File: src/rtl/card_init_pkg.sv
package card_init_pkg;

    typedef enum logic [3:0] {
        ST_IDLE,
        ST_PRE,
        ST_RESET,
        ST_PROBE,
        ST_V1_APP,
        ST_V1_OP,
        ST_V2_WAIT,
        ST_V2_OCR,
        ST_V2_APP,
        ST_V2_OP,
        ST_V2_OCRF,
        ST_BLKLEN
    } seq_state_e;

    typedef enum logic [1:0] {
        CARD_NONE = 2'd0,
        CARD_V1   = 2'd1,
        CARD_V2   = 2'd2,
        CARD_V2HC = 2'd3
    } card_kind_e;

    localparam logic [5:0]  IDX_RESET  = 6'd0;
    localparam logic [5:0]  IDX_PROBE  = 6'd8;
    localparam logic [5:0]  IDX_BLKLEN = 6'd16;
    localparam logic [5:0]  IDX_OPCOND = 6'd41;
    localparam logic [5:0]  IDX_APP    = 6'd55;
    localparam logic [5:0]  IDX_OCR    = 6'd58;

    localparam logic [31:0] ARG_PROBE  = 32'h0000_01AA;
    localparam logic [31:0] ARG_HCS    = 32'h4000_0000;
    localparam logic [31:0] ARG_BLK512 = 32'd512;

    localparam logic [7:0]  CRC_RESET  = 8'h95;
    localparam logic [7:0]  CRC_PROBE  = 8'h87;
    localparam logic [7:0]  CRC_NONE   = 8'hFF;

    localparam logic [7:0]  ST_IDLE_BIT  = 8'h01;
    localparam logic [7:0]  ST_IDLE_ILL  = 8'h05;
    localparam logic [7:0]  ST_READY     = 8'h00;

    function automatic logic is_cmd_state(seq_state_e s);
        return (s != ST_IDLE) && (s != ST_PRE) && (s != ST_V2_WAIT);
    endfunction

endpackage

File: src/rtl/card_init_retry.sv
module card_init_retry #(
    parameter int MAX_TRIES = 5000
) (
    input  logic clk,
    input  logic rst_n,
    input  logic clr,
    input  logic inc,
    output logic last
);
    localparam int CW = (MAX_TRIES < 2) ? 1 : $clog2(MAX_TRIES + 1);

    logic [CW-1:0] cnt_d, cnt_q;

    always_comb begin
        cnt_d = cnt_q;
        if (clr) begin
            cnt_d = '0;
        end else if (inc) begin
            cnt_d = cnt_q + 1'b1;
        end
    end

    always_ff @(posedge clk or negedge rst_n) begin
        if (!rst_n) begin
            cnt_q <= '0;
        end else begin
            cnt_q <= cnt_d;
        end
    end

    // The attempt under way is the final one allowed
    assign last = (cnt_q == CW'(MAX_TRIES - 1));

endmodule

File: src/rtl/card_init_delay.sv
module card_init_delay #(
    parameter int DELAY = 5_000_000
) (
    input  logic clk,
    input  logic rst_n,
    input  logic load,
    output logic expired
);
    localparam int DW = (DELAY < 1) ? 1 : $clog2(DELAY + 1);

    logic [DW-1:0] cnt_d, cnt_q;

    always_comb begin
        cnt_d = cnt_q;
        if (load) begin
            cnt_d = DW'(DELAY);
        end else if (cnt_q != '0) begin
            cnt_d = cnt_q - 1'b1;
        end
    end

    always_ff @(posedge clk or negedge rst_n) begin
        if (!rst_n) begin
            cnt_q <= '0;
        end else begin
            cnt_q <= cnt_d;
        end
    end

    assign expired = (cnt_q == '0) && !load;

endmodule

File: src/rtl/card_init_seq.sv
module card_init_seq
    import card_init_pkg::*;
#(
    parameter int MAX_TRIES   = 5000,
    parameter int RETRY_DELAY = 5_000_000,
    parameter int PRE_BYTES   = 16
) (
    input  logic        clk,
    input  logic        rst_n,
    input  logic        start,
    output logic        cmd_req,
    output logic [5:0]  cmd_index,
    output logic [31:0] cmd_arg,
    output logic [7:0]  cmd_crc,
    input  logic        cmd_done,
    input  logic [7:0]  cmd_status,
    input  logic        cmd_timeout,
    output logic        cs_force_high,
    output logic        dummy_req,
    output logic [7:0]  dummy_len,
    input  logic        dummy_done,
    output logic        clk_fast,
    output logic        init_done,
    output logic        init_error,
    output logic [1:0]  card_type,
    output logic [9:0]  addr_mult
);
    localparam logic [9:0] MULT_BYTE  = 10'd512;
    localparam logic [9:0] MULT_BLOCK = 10'd1;

    typedef struct packed {
        seq_state_e state;
        logic       issued;
        logic       done;
        logic       err;
        card_kind_e card;
        logic [9:0] mult;
        logic       fast;
    } seq_regs_t;

    seq_regs_t r_d, r_q;

    logic retry_clr, retry_inc, retry_last;
    logic dly_load, dly_expired;

    card_init_retry #(.MAX_TRIES(MAX_TRIES)) u_retry (
        .clk   (clk),
        .rst_n (rst_n),
        .clr   (retry_clr),
        .inc   (retry_inc),
        .last  (retry_last)
    );

    card_init_delay #(.DELAY(RETRY_DELAY)) u_delay (
        .clk     (clk),
        .rst_n   (rst_n),
        .load    (dly_load),
        .expired (dly_expired)
    );

    // Reply qualifiers: a timeout is never a good reply
    logic rsp_idle, rsp_idle_ill, rsp_ready;
    assign rsp_idle     = !cmd_timeout && (cmd_status == ST_IDLE_BIT);
    assign rsp_idle_ill = !cmd_timeout && (cmd_status == ST_IDLE_ILL);
    assign rsp_ready    = !cmd_timeout && (cmd_status == ST_READY);

    always_comb begin
        r_d       = r_q;
        retry_clr = 1'b0;
        retry_inc = 1'b0;
        dly_load  = 1'b0;

        unique case (r_q.state)
            ST_IDLE: begin
                if (start) begin
                    r_d.state  = ST_PRE;
                    r_d.issued = 1'b0;
                    r_d.done   = 1'b0;
                    r_d.err    = 1'b0;
                    r_d.card   = CARD_NONE;
                    r_d.mult   = '0;
                    r_d.fast   = 1'b0;
                    retry_clr  = 1'b1;
                end
            end
            ST_PRE: begin
                if (!r_q.issued) begin
                    r_d.issued = 1'b1;
                end else if (dummy_done) begin
                    r_d.issued = 1'b0;
                    r_d.state  = ST_RESET;
                end
            end
            ST_V2_WAIT: begin
                if (dly_expired) begin
                    r_d.state = ST_V2_OCR;
                end
            end
            default: begin
                if (!r_q.issued) begin
                    r_d.issued = 1'b1;
                end else if (cmd_done) begin
                    r_d.issued = 1'b0;
                    unique case (r_q.state)
                        ST_RESET: begin
                            if (rsp_idle) r_d.state = ST_PROBE;
                            else          r_d.err   = 1'b1;
                        end
                        ST_PROBE: begin
                            if (rsp_idle) begin
                                r_d.state = ST_V2_WAIT;
                                dly_load  = 1'b1;
                            end else if (rsp_idle_ill) begin
                                r_d.state = ST_V1_APP;
                            end else begin
                                r_d.err = 1'b1;
                            end
                        end
                        ST_V1_APP: r_d.state = ST_V1_OP;
                        ST_V1_OP: begin
                            if (rsp_ready) begin
                                r_d.card  = CARD_V1;
                                r_d.mult  = MULT_BYTE;
                                r_d.state = ST_BLKLEN;
                            end else if (retry_last) begin
                                r_d.err = 1'b1;
                            end else begin
                                retry_inc = 1'b1;
                                r_d.state = ST_V1_APP;
                            end
                        end
                        ST_V2_OCR: r_d.state = ST_V2_APP;
                        ST_V2_APP: r_d.state = ST_V2_OP;
                        ST_V2_OP: begin
                            if (rsp_ready) begin
                                r_d.state = ST_V2_OCRF;
                            end else if (retry_last) begin
                                r_d.err = 1'b1;
                            end else begin
                                retry_inc = 1'b1;
                                dly_load  = 1'b1;
                                r_d.state = ST_V2_WAIT;
                            end
                        end
                        ST_V2_OCRF: begin
                            r_d.card  = CARD_V2HC;
                            r_d.mult  = MULT_BLOCK;
                            r_d.state = ST_BLKLEN;
                        end
                        ST_BLKLEN: begin
                            if (rsp_ready) begin
                                r_d.done  = 1'b1;
                                r_d.fast  = 1'b1;
                                r_d.state = ST_IDLE;
                            end else begin
                                r_d.err = 1'b1;
                            end
                        end
                        default: r_d.err = 1'b1;
                    endcase
                    if (r_d.err) begin
                        r_d.state = ST_IDLE;
                        r_d.card  = CARD_NONE;
                        r_d.mult  = '0;
                        r_d.fast  = 1'b0;
                    end
                end
            end
        endcase
    end

    always_ff @(posedge clk or negedge rst_n) begin
        if (!rst_n) begin
            r_q <= '{state: ST_IDLE, issued: 1'b0, done: 1'b0, err: 1'b0,
                     card: CARD_NONE, mult: '0, fast: 1'b0};
        end else begin
            r_q <= r_d;
        end
    end

    // Command fields follow the registered state only
    always_comb begin
        cmd_index = IDX_RESET;
        cmd_arg   = '0;
        cmd_crc   = CRC_NONE;
        unique case (r_q.state)
            ST_RESET:   begin cmd_index = IDX_RESET;  cmd_crc = CRC_RESET; end
            ST_PROBE:   begin cmd_index = IDX_PROBE;  cmd_arg = ARG_PROBE; cmd_crc = CRC_PROBE; end
            ST_V1_APP,
            ST_V2_APP:  cmd_index = IDX_APP;
            ST_V1_OP:   cmd_index = IDX_OPCOND;
            ST_V2_OP:   begin cmd_index = IDX_OPCOND; cmd_arg = ARG_HCS; end
            ST_V2_OCR,
            ST_V2_OCRF: cmd_index = IDX_OCR;
            ST_BLKLEN:  begin cmd_index = IDX_BLKLEN; cmd_arg = ARG_BLK512; end
            default:    cmd_index = IDX_RESET;
        endcase
    end

    assign cmd_req       = is_cmd_state(r_q.state) && !r_q.issued;
    assign dummy_req     = (r_q.state == ST_PRE) && !r_q.issued;
    assign cs_force_high = (r_q.state == ST_PRE);
    assign dummy_len     = 8'(PRE_BYTES);
    assign clk_fast      = r_q.fast;
    assign init_done     = r_q.done;
    assign init_error    = r_q.err;
    assign card_type     = r_q.card;
    assign addr_mult     = r_q.mult;

endmodule

File: config.mk
export PLATFORM = sky130hd
export DESIGN_NAME = card_init_seq
export DESIGN_NICKNAME = d
export VERILOG_FILES = /design/src/rtl/card_init_pkg.sv /design/src/rtl/card_init_retry.sv /design/src/rtl/card_init_delay.sv /design/src/rtl/card_init_seq.sv
export SDC_FILE = /design/constraint.sdc
export NUM_CORES = 1
export LEC_CHECK = 0
export ABC_AREA = 1
export BUFFER_PORTS_ARGS = -buffer_cell sky130_fd_sc_hd__buf_2
export CORE_UTILIZATION = 40
export DETAILED_ROUTE_END_ITERATION = 10
export PLACE_DENSITY_LB_ADDON = 0.15
export SLEW_MARGIN = 15
export SYNTH_ARGS = -nofsm -noshare
export SYNTH_HDL_FRONTEND = slang
export SYNTH_SLANG_ARGS = --single-unit
export TNS_END_PERCENT = 100
File: constraint.sdc
create_clock -name clk -period 1.8 [get_ports clk]
set_clock_uncertainty 0.1 [all_clocks]
set_input_delay 0.54 -clock clk [delete_from_list [all_inputs] [get_ports clk]]
set_output_delay 0.54 -clock clk [all_outputs]
set_load 0.05 [all_outputs]
==> impl_results.md <==
* Result of the run: complete, but fails checks
* Violations in the final reports: negative setup slack
* Sequential Area at approximately 1200 um2
* Pre-Repair DR Iteration Count at 5
* Distinct cell type count of the synthesized netlist at 36
* Reg-to-reg critical path endpoint: r_q[19]
* Critical Path AT at 1.59 ns
* Switching portion of total power at between 40% and 50%
* Mapped Area at about 3600 um2
* Launching point of the worst reg2reg path: r_q[19]
* Achievable Freq at 448 MHz
* Power Internal at approximately 2700 uW
* CP Data Required Time at around 1.2 ns
* Sequential cell area fraction in the yosys report at between 30% and 40%
* Count of state elements after synthesis at 47
* Die Area at 9330 um2
* Post-route standard cell area excluding fillers at roughly 5700 um2
* Total Nets Final at around 700
* Classification of the worst setup path: flop to output pin
* Power share of the combinational group at around 63%
* Congestion Overflow GR at 0
* Crit-path leading delay family: flip-flops
* Number of max-slew violations in the final report at 0
* Antenna Nets Post-Route at 0
* Placer congestion estimate at between 0.8 and 0.9
* Largest family of logic cells by synthesized area: simple AND/OR/NAND/NOR gates
* Post-DP HPWL at approximately 6800 um
* Wire length per cell at ~13 um
* GRT Resource Usage Total at between 20 and 25%
* Final core occ at around two thirds
* Total net switching power at 2290 uW
* H-tree lvl count at 2
* First-pass GRT wire length at between 15000 and 20000 um
* Core outline area at about 8700 um2
* Worst setup margin at -0.433 ns
* PortBufs at 41
* Area share of and/or/nand/nor cells after synthesis at between 30% and 40%
* Reg power frac at approximately a quarter
* Maximum fanout along the worst path at 4
* Number of global-route vias before repair at approximately 3700
* Die outline width at ~97 um
* Num CTS Buffers at 5
* Number of flops mapped to enable cells by yosys at 0
* Hold Path Class: input port to async pin
* Total number of placement rows at 34
* Number of sinks driven by the clock tree at 47
* Worst path cell trace: inv_4 -> nand2_4 -> nor2_4 -> a31oi_4 -> nand2_2 -> inv_2 -> o21ai_2 -> buf_6
* Biggest area consumer among synthesized cells: sky130_fd_sc_hd__dfrtp_1
* Part of the power in the clock network at approximately an eighth
* Height of the die at 96.6 um
* Initial antenna violation count at 0
* Power density over the cells at roughly 880 nW/um2
* WL final at ~11000 um
* Filler instances at 713
* Asr flop ratio synth at between 90% and 100%
* Violation count after the first detailed-route iteration at 183
* Reg-to-reg setup timing slack at -0.31 ns
* Post-synthesis share of cell area spent on full adders, half adders and majority gates at less than 1%
* Clk slew on worst S/H paths at ~0.09 ns
* Unrepaired setup endpoints after global routing: yes
* Count leader, synth: sky130_fd_sc_hd__nand2_1
* Synth Flop Type: sky130_fd_sc_hd__dfrtp_1
* Path depth of the worst reg2reg path at 15
* Leak at roughly 0.0029 uW
* Final Critical Period at approximately 2.2 ns
* Mean cell area of the mapped netlist at around 7 um2
* Share of the clock period used by the worst path after layout at 124%
* Startpoint types: flop
* Worst path slowest cell: sky130_fd_sc_hd__dfrtp_2
* Root Buffer: sky130_fd_sc_hd__clkbuf_8
* Number of hold-slack violations in the final timing report at 0
* Synth-to-layout area growth at 58.7%
* Portion of netlist area occupied by mux cells at 0%
* TritonCTS clock tree: done
* Total I/O pin count at between 80 and 90
* Cell types with the largest area share after synthesis: sky130_fd_sc_hd__dfrtp_1 33%, sky130_fd_sc_hd__nand2_1 13%, sky130_fd_sc_hd__buf_4 12%
* Vias per cell at 4.78
* Cell count after synthesis at between 500 and 600
* Largest voltage drop on the vdd net at about 0.00057 V
* Hold-fix buffer count after cts at 0
* Multi-input logic area at 2350 um2
* Top cells by instance count after synthesis: 127 x sky130_fd_sc_hd__nand2_1, 72 x sky130_fd_sc_hd__nor2_1, 65 x sky130_fd_sc_hd__inv_1
* Starting density of the core at between 40% and 50%
* Number of buffers and inverters on the critical path at 3
* Share of the synthesized netlist area taken by xor and xnor gates at between 3 and 4%
* Share of final-layout standard cells stronger than drive strength 1 at 44.9%
* Finish-stage setup viols at 67
* Clock insertion delay at the later pin of the skew report at between 0.2 and 0.3 ns
* Slowest Stage Delay on Critical Path at between 0.4 and 0.5 ns
* Fraction of post-synthesis cell area in the top cell type by area at roughly 33%
* Compound-Gate Fraction of Synth Area at between 5 and 6%
* CP endpoint kind: output pin
* Via count at approximately 3800
* Placed instance area at approximately 4400 um2
* Count of max-cap constraint violations at 0
* Number of antenna diodes at 0
* DRC violations left at 0
* Number of synthesis warnings at 0
* Clock tree buffer depth at 2
* Maximum number of pins on one net before global-route repair at 48
==> worst max-delay path by stage <==
stage	cells past startpoint	end	startpoint
after floorplan	5	cmd_index[3]	r_q[18]
after global placement	11	u_delay.cnt_q[9]	cmd_status[5]
after detailed placement	11	u_delay.cnt_q[9]	cmd_status[5]
after CTS	7	cmd_index[3]	r_q[19]
after global routing	8	cmd_req	r_q[16]
final	8	cmd_index[4]	r_q[18]
==> metal layers <==
metal	vias to the layer above	track usage [%]	share of wire (%)
li1	1889	-	-
met3	22	2.67	2.8
met2	86	38.7	52
met5	-	0	0
met4	0	5.86	2.2
met1	1829	28.5	43
==> flip-flops by register name (all words and copies together) (netlist names) <==
signal,flops
init_done,1
u_retry.cnt_q,13
r_q,5
card_type,1
addr_mult,2
u_delay.cnt_q,23
init_error,1
clk_fast,1
==> cells by family after synthesis <==
logic type / after synthesis
and+or+nand+nor: 290
AOI/OAI and AO/OA: 40
adders and majority gates: 2
xor gates and xnor gates: 13
other: 2
DFF: 47
buffers and inverters: 132
==> power groups by stage <==
| stage | Combinational [uW] | Clock (uW) | Sequential [uW] |
|---|---|---|---|
| 5_1_grt | 3340 | 651 | 1250 |
| 2_1_floorplan | 1620 | 0 | 1290 |
| 4_1_cts | 2810 | 615 | 1240 |
| 3_3_place_gp | 2210 | 0 | 1250 |
| 6_report | 3150 | 592 | 1250 |
| 3_5_place_dp | 2210 | 0 | 1260 |
==> cell usage in the layout (no fill, tap or decap), drive strengths merged <==
master	n
xor2	11
clkinvlp	1
a31oi	3
nor3b	1
nor3	13
ha	2
or2	3
dfrtp	47
nand4	12
xnor2	2
nand3b	1
o21ai	23
inv	70
conb	44
clkinv	2
nand3	38
nand2	137
buf	177
a21oi	12
nor4	3
o22ai	2
clkbuf	6
and3	1
nor2	81
==> through the flow <==
step,power [uW],setup TNS [ns],worst slack [ns],std cells,hold WS [ns]
4_1_cts,4670,-12.74,-0.316,787,0.134
2_1_floorplan,2900,-1.95,-0.446,568,0.144
6_report,4990,-16.12,-0.433,800,0.124
5_1_grt,5250,-21.98,-0.492,800,0.144
3_3_place_gp,3460,-5.01,-0.211,747,0.352
3_5_place_dp,3470,-6.26,-0.243,747,0.359
==> cell type report <==
class / instances / area share [%]
inverters: 72 / 5.53
multi-input cells: 389 / 41.4
repair buffers: 177 / 28.5
clock buffers: 6 / 1.28
well taps: 108 / 2.38
flip-flops and latches: 47 / 20.8
repair inverters: 1 / 0.198
==> timing repair <==
action	CTS	global route
gates resized for setup	145	83
cloned	3	0
pin swaps	30	36
endpoints found under the setup margin	63	67
setup buffers	31	19
Note: power is estimated with default switching activity, not from simulation.
